**config.mk**
```make
export PLATFORM = sky130hd
export DESIGN_NAME = vint_sel
export DESIGN_NICKNAME = d
export VERILOG_FILES = /design/src/rtl/vint_sel_pkg.sv /design/src/rtl/vint_gates.sv /design/src/rtl/vint_split.sv /design/src/rtl/vint_lsb.sv /design/src/rtl/vint_sel.sv
export SDC_FILE = /design/constraint.sdc
export NUM_CORES = 1
export LEC_CHECK = 0
export BUFFER_PORTS_ARGS = -buffer_cell sky130_fd_sc_hd__buf_2
export CAP_MARGIN = 25
export CORE_MARGIN = 1
export CORE_UTILIZATION = 35
export DETAILED_ROUTE_END_ITERATION = 12
export PLACE_DENSITY = 0.59
export SETUP_SLACK_MARGIN = 0.15
export SYNTH_ARGS = -nofsm -noshare
export SYNTH_HDL_FRONTEND = slang
export SYNTH_HIERARCHICAL = 1
export SYNTH_SLANG_ARGS = --single-unit
```
**constraint.sdc**
```tcl
create_clock -name vclk -period 9.7
set_clock_uncertainty 0.2 [all_clocks]
set_input_delay 1.94 -clock vclk [all_inputs]
set_output_delay 1.94 -clock vclk [all_outputs]
set_load 0.005 [all_outputs]
```
**src/rtl/vint_sel_pkg.sv**
```systemverilog
package vint_sel_pkg;

    typedef enum logic [1:0] {
        PRIV_USR  = 2'd0,
        PRIV_SUP  = 2'd1,
        PRIV_RSVD = 2'd2,
        PRIV_MCH  = 2'd3
    } priv_e;

    // supervisor slots; guest slots sit one bit higher
    localparam int unsigned SLOT_SW   = 1;
    localparam int unsigned SLOT_TIM  = 5;
    localparam int unsigned SLOT_EXT  = 9;
    localparam int unsigned GUEST_OFS = 1;

    typedef struct packed {
        logic mch;
        logic sup;
        logic hyp;
    } gate_t;

    function automatic logic level_open(input logic [1:0] cur,
                                        input logic [1:0] lvl,
                                        input logic       ie);
        return (cur < lvl) || ((cur == lvl) && ie);
    endfunction

    function automatic logic is_guest_slot(input int unsigned idx);
        return (idx == SLOT_SW + GUEST_OFS) ||
               (idx == SLOT_TIM + GUEST_OFS) ||
               (idx == SLOT_EXT + GUEST_OFS);
    endfunction

endpackage

```
**src/rtl/vint_gates.sv**
```systemverilog
module vint_gates
    import vint_sel_pkg::*;
(
    input  logic [1:0] cur_priv,
    input  logic       m_glob_ie,
    input  logic       s_glob_ie,
    input  logic       hyp_s_ie,
    output gate_t      gates
);
    always_comb begin
        gates.mch = level_open(cur_priv, PRIV_MCH, m_glob_ie);
        gates.sup = level_open(cur_priv, PRIV_SUP, s_glob_ie);
        gates.hyp = level_open(cur_priv, PRIV_SUP, hyp_s_ie);
    end
endmodule

```
**src/rtl/vint_split.sv**
```systemverilog
module vint_split
    import vint_sel_pkg::*;
#(
    parameter int unsigned XLEN = 64
) (
    input  logic [XLEN-1:0] pend_word,
    input  logic [XLEN-1:0] en_word,
    output logic [XLEN-1:0] host_set,
    output logic [XLEN-1:0] guest_set
);
    logic [XLEN-1:0] guest_mask;
    logic [XLEN-1:0] live;

    for (genvar k = 0; k < XLEN; k++) begin : g_mask
        assign guest_mask[k] = is_guest_slot(k);
    end

    assign live      = pend_word & en_word;
    assign host_set  = live & ~guest_mask;
    assign guest_set = (live & guest_mask) >> GUEST_OFS;
endmodule

```
**src/rtl/vint_lsb.sv**
```systemverilog
module vint_lsb #(
    parameter int unsigned W  = 64,
    parameter int unsigned IW = $clog2(W)
) (
    input  logic [W-1:0]  vec,
    output logic          any,
    output logic [IW-1:0] idx
);
    always_comb begin
        idx = '0;
        for (int i = W - 1; i >= 0; i--) begin
            if (vec[i]) idx = IW'(i);
        end
        any = |vec;
    end
endmodule

```
**src/rtl/vint_sel.sv**
```systemverilog
module vint_sel
    import vint_sel_pkg::*;
#(
    parameter  int unsigned XLEN    = 64,
    localparam int unsigned CAUSE_W = $clog2(XLEN)
) (
    input  logic [XLEN-1:0]    pend_word,
    input  logic [XLEN-1:0]    en_word,
    input  logic [XLEN-1:0]    deleg_word,
    input  logic               m_glob_ie,
    input  logic               s_glob_ie,
    input  logic               hyp_s_ie,
    input  logic [1:0]         cur_priv,
    input  logic               guest_on,
    output logic               take_irq,
    output logic [CAUSE_W-1:0] irq_cause,
    output logic               trap_to_hyp
);
    gate_t               gates;
    logic [XLEN-1:0]     host_set;
    logic [XLEN-1:0]     guest_set;
    logic [XLEN-1:0]     hyp_set;
    logic [XLEN-1:0]     base_set;
    logic [XLEN-1:0]     final_set;
    logic                hyp_any;
    logic                fin_any;
    logic [CAUSE_W-1:0]  hyp_idx;
    logic [CAUSE_W-1:0]  fin_idx;

    vint_gates u_gates (
        .cur_priv  (cur_priv),
        .m_glob_ie (m_glob_ie),
        .s_glob_ie (s_glob_ie),
        .hyp_s_ie  (hyp_s_ie),
        .gates     (gates)
    );

    vint_split #(.XLEN(XLEN)) u_split (
        .pend_word (pend_word),
        .en_word   (en_word),
        .host_set  (host_set),
        .guest_set (guest_set)
    );

    assign hyp_set   = host_set & {XLEN{guest_on & gates.hyp}};
    assign base_set  = guest_on ? guest_set : host_set;
    assign final_set = (base_set & ~deleg_word & {XLEN{gates.mch}}) |
                       (base_set &  deleg_word & {XLEN{gates.sup}});

    vint_lsb #(.W(XLEN), .IW(CAUSE_W)) u_hyp_pick (
        .vec (hyp_set),
        .any (hyp_any),
        .idx (hyp_idx)
    );

    vint_lsb #(.W(XLEN), .IW(CAUSE_W)) u_fin_pick (
        .vec (final_set),
        .any (fin_any),
        .idx (fin_idx)
    );

    always_comb begin
        if (hyp_any) begin
            take_irq    = 1'b1;
            irq_cause   = hyp_idx;
            trap_to_hyp = 1'b1;
        end else begin
            take_irq    = fin_any;
            irq_cause   = fin_any ? fin_idx : '0;
            trap_to_hyp = 1'b0;
        end
    end
endmodule

```
# Yosys cells after proc, flatten, opt, wreduce, memory -nomap -nowiden
# Index checks and enable logic that the tools add are counted.
# classes
add_sub_neg	0
mul	0
div_mod_pow	0
magnitude_cmp	2
n_eq_ne	2
shifts	0
muxes	133
n_bitwise	9
n_reduce_logical	8
# ops
operator	n
6-bit 2-to-1 mux	130
64-bit bitwise AND	6
64-bit OR reduction	2
64-bit 2-to-1 mux	1
64-bit inverter	1
64-bit bitwise OR	1
1-bit logical AND	3
1-bit logical OR	3
2-bit by 1-bit == test with 1-bit output (second input constant)	1
2-bit == test (second input constant)	1
2-bit by 1-bit < comparator with 1-bit output (second input constant)	1
2-bit < comparator (second input constant)	1
1-bit 2-to-1 mux	2
1-bit bitwise AND	1
# word_totals
regBits	0
latchBits	0
ram_bits	0
rom_bits	0
input_bits	198
n_memories	0

# Longest topological paths before layout
# Gate-level depths: netlist of run 1.
# logic_depth
ltp_word	71
ltp_mapped	13

# By module
# Netlist of run 1, hierarchy kept.
# by_module_without_submodules
mod	n_inst	cells_per_inst	area_each_um2
vint_sel	1	304	2203.4
vint_lsb	2	145	887.1
vint_split	1	129	884.6
vint_gates	1	5	32.5

# Worst setup path before layout of run 1
# Ideal clock, no wire load.
# synth_path
path_kind	in2out
startpoint	input hyp_s_ie
endpoint	output irq_cause[0]
arrival_ps	4243
required_ps	7560
setup_slack_ps	3317
cell_stages	13
n_path_buf	3
path_cell_list	inv_1 a21oi_2 buf_2 clkbuf_1 and3_1 or4_4 nor4b_4 nand3_2 nor2_2 nand3b_1 buf_2 nor2b_1 a22o_1
# synth_rtl
item	line_no	rtl
start: declaration	vint_sel.sv:12	input logic hyp_s_ie,
end: declaration	vint_sel.sv:16	output logic [CAUSE_W-1:0] irq_cause,

# Final worst setup path of run 1
# layout_path
startpoint	input guest_on
endpoint	output irq_cause[2]
# layout_rtl
item	line_no	rtl
start: declaration	vint_sel.sv:14	input logic guest_on,
64-bit 2-to-1 mux (*)	vint_sel.sv:46	assign base_set = guest_on ? guest_set : host_set;
64-bit bitwise AND, on equally long branches (2 in a row)	vint_sel.sv:47, vint_sel.sv:48	
64-bit bitwise OR (*)	vint_sel.sv:47	assign final_set = (base_set & ~deleg_word & {XLEN{gates.mch}}) |
named net final_set[15]	vint_sel.sv:24	logic [XLEN-1:0] final_set;
6-bit 2-to-1 mux (*) (16 in a row)	vint_lsb.sv:12	if (vec[i]) idx = IW'(i);
named net fin_idx[2]	vint_sel.sv:28	logic [CAUSE_W-1:0] fin_idx;
6-bit 2-to-1 mux (*)	vint_sel.sv:69	irq_cause = fin_any ? fin_idx : '0;
6-bit 2-to-1 mux (*)	vint_sel.sv:63	if (hyp_any) begin
# The timed path passes the listed nets; every way through them passes the cells marked *.

==> impl_metrics.ini, run 1 <==
[synth]
synth_area_per_cell_sq_um = 6.72
yosysWarnings = 6
yosys.area.top_type_share = 0.262
synthDistinctLibCells = 49
syn_area_sq_mm = 0.00489
yosys-top-cells-area = mux2i_1 26%, buf_4 10%, and2_1 8.4%
yosysTopAreaCell = mux2i_1
yosysSeqAreaShare = 0
syn_inst = 728

[placed_design]
portBuffers = 206
post-place-ws_ps = 2240
dp_hpwl_um = 12400
dp_cells = 1078
routabilityCongestion = 0.861

[timing]
setup_slack_ps = 2210
report.final.slew_viol_count = 0
grt_setup_unrepaired = false
fin_crit_ps = 7490
fmaxAchievable_mhz = 134
setup_tns_ps = 0
finalSetupViolCount = 0
worstMarginPinSlew_ps = 876
hold_viol_final = 0
finalCritPeriodShare = 0.772
max_slew_margin = 0.416

[setup_path]
path_max_fanout = 77
end_kind = output pin
cpMaxStageDelayCell = buf_4
crit_path_cell_trace = buf_4 > buf_4 > mux2i_1 > nor2_1 > or4_4 > nor4_1 > o211ai_1 > o211ai_1 > a21boi_1 > a22o_1 > buf_2
crit_type = input port to output pin
critPathLaunch = guest_on
critPathMaxStageDelay_ps = 660
cp_top_family = buffers and inverters
worst-path-stages = 11
cp-start-kind = input port
critPathRequiredTime_ps = 7560
critPathBufInv = 3
cp.arrival_ps = 5350

[cells_and_area]
instances_no_fill = 1078
nClkBuffers = 0
seq_cells = 0
ff_latch_area_sq_um = 0
utilization = 0.428
drive_gt1_frac = 0.255
fill_cells = 1527
syn2layout_area_growth_pct = 17.6
antenna_cells = 0
nets = 1102

[hold_path]
hp-start = deleg_word[31]
hold-path-cell-count = 8
holdCritPathClass = input port to output pin
hold_end = irq_cause[1]

[detailed_routing]
wl_per_cell_um = 13.8
wl_um = 14900
dr.first_iter.drc_count = 267
ant_nets = 0
vias = 5378
vias_per_cell = 4.99
firstDrtPassIters = 5
drc_errors = 0

[clocking]
cts_setup_buffers = 0
post_cts_resize_count = 0
cts_hold_buffers = 0

[global_routing]
overflow = 0
grt_pass1_wl_um = 23900
grtUsageTotal = 0.197
grt_pass1_vias = 5010
grt_max_degree = 78
antenna_found_initial = 0

[pwr]
p_leak_nw = 3.12
power_density_mw_per_mm2 = 48.3
ir_worst_vdd_mv = 0.0204

[die]
die_w_um = 120
rows = 42
initial_utilization = 0.364
fp.dieH_um = 120
die-area_sq_mm = 0.0145
ioPinCount = 206
core_area_sq_mm = 0.0135

[job]
cap_violations = 0

[outcome]
outcome = finished clean
## worst max-delay path by stage
| stage | end |
|---|---|
| 2_1_floorplan | irq_cause[0] |
| 3_3_place_gp | irq_cause[5] |
| 3_5_place_dp | irq_cause[2] |
| 4_1_cts | irq_cause[2] |
| 5_1_grt | irq_cause[2] |
| 6_report | irq_cause[2] |
## cell usage in the layout, fill, tap and decap left out, types with 5 or more instances in the layout
cell type and instances:
nor4_1 32, nand3_1 12, o211ai_1 8, and2_1 66, mux2i_1 128, conb_1 64, o31ai_1 6, nand2b_1 8
nor2_1 102, nor3_1 24, inv_1 22, or3_1 6, o21bai_1 6, and3_1 66, nand2_1 22, a21oi_1 20
o21a_1 6, o21ai_0 14, buf_4 5, buf_2 205, or4_1 6, nor2b_1 9
## tightest hold or removal path, delay by kind of cell
kind | cells | cell delay, ps
compound gates | 2 | 260
mux | 1 | 60
buf+inv | 2 | 200
simple gates | 3 | 350
## routing by layer
| metal | GRT usage | share of wire |
|---|---|---|
| met1 | 0.271 | 0.48 |
| met5 | 0 | 0 |
| met3 | 0.0151 | 0.056 |
| met2 | 0.349 | 0.45 |
| met4 | 0.0154 | 0.0080 |
## kinds of logic after synthesis
logic type             after synthesis  share of synthesized area
AND/OR/NAND/NOR                    375                      0.435
multiplexers                       128                      0.262
buffers and inverters              122                      0.158
AO/OA/AOI/OAI                      102                      0.145
other                                1                   0.000766
## cells in the mapped netlist (all sizes together), types with 3 or more instances
cell,n
nor2b,11
a22o,4
o21a,6
o31ai,6
a21boi,6
buf,90
o21ai,16
or2,3
or4,10
or3,6
nand2,22
nor2,104
nand3,14
a31oi,4
o211ai,8
nand3b,3
mux2i,128
a211oi,4
nor3,24
o311ai,6
o21bai,6
nor4,36
clkbuf,10
nand2b,8
and2,66
a21oi,22
inv,22
and3,66
## where the power goes
part           switching, mW  total [mW]  internal (mW)  leakage, nW
Combinational          0.150       0.278          0.128         3.12
Clock                      0           0              0            0
Sequential                 0           0              0            0
Total                  0.150       0.278          0.128         3.12
## through the flow
stage	total power, mW	hold WS [ps]	area [sq um]
6_report	0.278	4560	5760
5_1_grt	0.310	4620	5760
4_1_cts	0.276	4550	5760
3_5_place_dp	0.275	4540	5760
3_3_place_gp	0.275	4540	5740
2_1_floorplan	0.207	4190	5130
## final cells by class
cell class,count,area (sq um),share of cell area
inverters,22,82.6,0.0143
multi-input cells,669,4370,0.760
well taps,176,220,0.0383
repair buffers,211,1080,0.187
Note: power is estimated with default switching activity, not from simulation.
==> inputs of run 2 (changes only) <==
- PLACE_DENSITY: 0.59 -> 0.61
- clock period: 9.7 -> 6.7 ns (I/O delays scaled with it)
==> run 2 against run 1 <==
Compared with the run above:
- final cell count about the same
- critical endpoint unchanged
- critical path type unchanged
- power up 44%
- design area up 0.22%
- setup slack worse by 1600 ps
- global-route usage down 1.3 points
- highest routed layer unchanged
- die area unchanged
- largest cell class unchanged
- sequential cell count unchanged
- via count down 0.60%
- first-iteration DRC count down 23%
==> impl_metrics.ini, run 2 (synthesis gave the netlist of run 1 again) <==
[placed_design]
dpl_cell_area_sq_mm = 0.00577
routabilityCongestion = 0.891
portBuffers = 206
dp_hpwl_um = 12100

[cells_and_area]
nClkBuffers = 0
layout_commonest_cell = buf_2
seq_cells = 0
ff_latch_area_sq_um = 0
post-route-cell-area_sq_mm = 0.00577
fill_cells = 1518
antenna_cells = 0
final_cell_mix = 205 x buf_2, 128 x mux2i_1, 102 x nor2_1
drive_gt1_frac = 0.256
syn2layout_area_growth_pct = 17.8
nets = 1103

[pwr]
seq_power_share = 0
comb_power_share = 1.000
p_switching_uw = 215
ir_worst_vdd_mv = 0.0228
p_leak_nw = 3.13
swShare = 0.536
p_clk_frac = 0
power.internal_uw = 186
power_density_mw_per_mm2 = 69.6

[detailed_routing]
wl_per_cell_um = 13.1
vias = 5346
firstDrtPassIters = 4
ant_nets = 0
wl_um = 14200
dr.first_iter.drc_count = 206
drc_errors = 0
vias_per_cell = 4.95

[die]
die-area_sq_mm = 0.0145
die_w_um = 120
rows = 42
initial_utilization = 0.364
ioPinCount = 206
fp.dieH_um = 120
core_area_sq_mm = 0.0135

[global_routing]
grt.busiest_layer = met2
grtUsageTotal = 0.185
global_route.usage.met2 = 0.339
grtUsageMet3 = 0.0146
gr-usage-met1 = 0.244
overflow = 0
grt_pass1_wl_um = 22300
grt_pass1_vias = 4914
grt_max_degree = 75
antenna_found_initial = 0

[setup_path]
cp-start-kind = input port
crit_type = input port to output pin
crit_path_cell_trace = buf_4 > buf_12 > mux2i_1 > nor2_1 > or4_1 > nor4_1 > o211ai_1 > o211ai_1 > a21boi_1 > a22o_1 > buf_2
critPathBufInv = 3
worst-path-stages = 11
critPathRequiredTime_ps = 5160
critPathMaxStageDelay_ps = 640
cp_top_family = buffers and inverters
cp.arrival_ps = 4570
path_max_fanout = 74
cpMostUsedCell = o211ai_1
cpMaxStageDelayCell = buf_4
end_kind = output pin

[clocking]
cts_hold_buffers = 0
post_cts_resize_count = 0
cts_setup_buffers = 0

[timing]
fmaxAchievable_mhz = 164
worstMarginPinSlew_ps = 855
setup_tns_ps = 0
report.final.slew_viol_count = 0
finalSetupViolCount = 0
grt_setup_unrepaired = false
max_slew_margin = 0.430
fin_crit_ps = 6110
finalCritPeriodShare = 0.912
hold_viol_final = 0

[job]
cap_violations = 0

[outcome]
outcome = finished clean

[hold_path]
holdCritPathClass = input port to output pin
hold-path-cell-count = 9
## run 2: cell types whose count changed in the layout (fill, tap and decap cells not counted), sizes merged
cell | previous run | this run
buf | 211 | 212
## run 2: worst paths after layout
check	start	slack (ps)	to
worst max-delay path	guest_on	590	irq_cause[2]
worst min-delay path	deleg_word[4]	3320	irq_cause[3]
## run 2: area by class of cell
cell class / count / area, sq um / area share
multi-input cells: 669 / 4370 / 0.758
inverters: 22 / 82.6 / 0.0143
repair buffers: 212 / 1090 / 0.189
well taps: 176 / 220 / 0.0382
## run 2: power groups by stage
| stage | registers (mW) | logic, mW | clock network, mW |
|---|---|---|---|
| 5_1_grt | 0 | 0.444 | 0 |
| 3_5_place_dp | 0 | 0.397 | 0 |
| 4_1_cts | 0 | 0.400 | 0 |
| 2_1_floorplan | 0 | 0.299 | 0 |
| 3_3_place_gp | 0 | 0.396 | 0 |
| 6_report | 0 | 0.401 | 0 |
## run 2: layer usage
layer | part of all wire | vias up
met5 | 0 | -
met4 | 0.0047 | 0
met3 | 0.056 | 4
met2 | 0.46 | 159
met1 | 0.48 | 2311
li1 | - | 2872
## run 2: stage by stage
stage               instances  hold WS [ps]   util  setup slack (ps)  total power [mW]
floorplan                 791          2990      -              1520             0.299
global placement         1079          3320  0.429               809             0.396
detailed placement       1079          3320  0.429               707             0.397
CTS                      1079          3320  0.429               703             0.400
global route             1079          3430  0.429               457             0.444
finish                   1079          3320  0.429               593             0.401
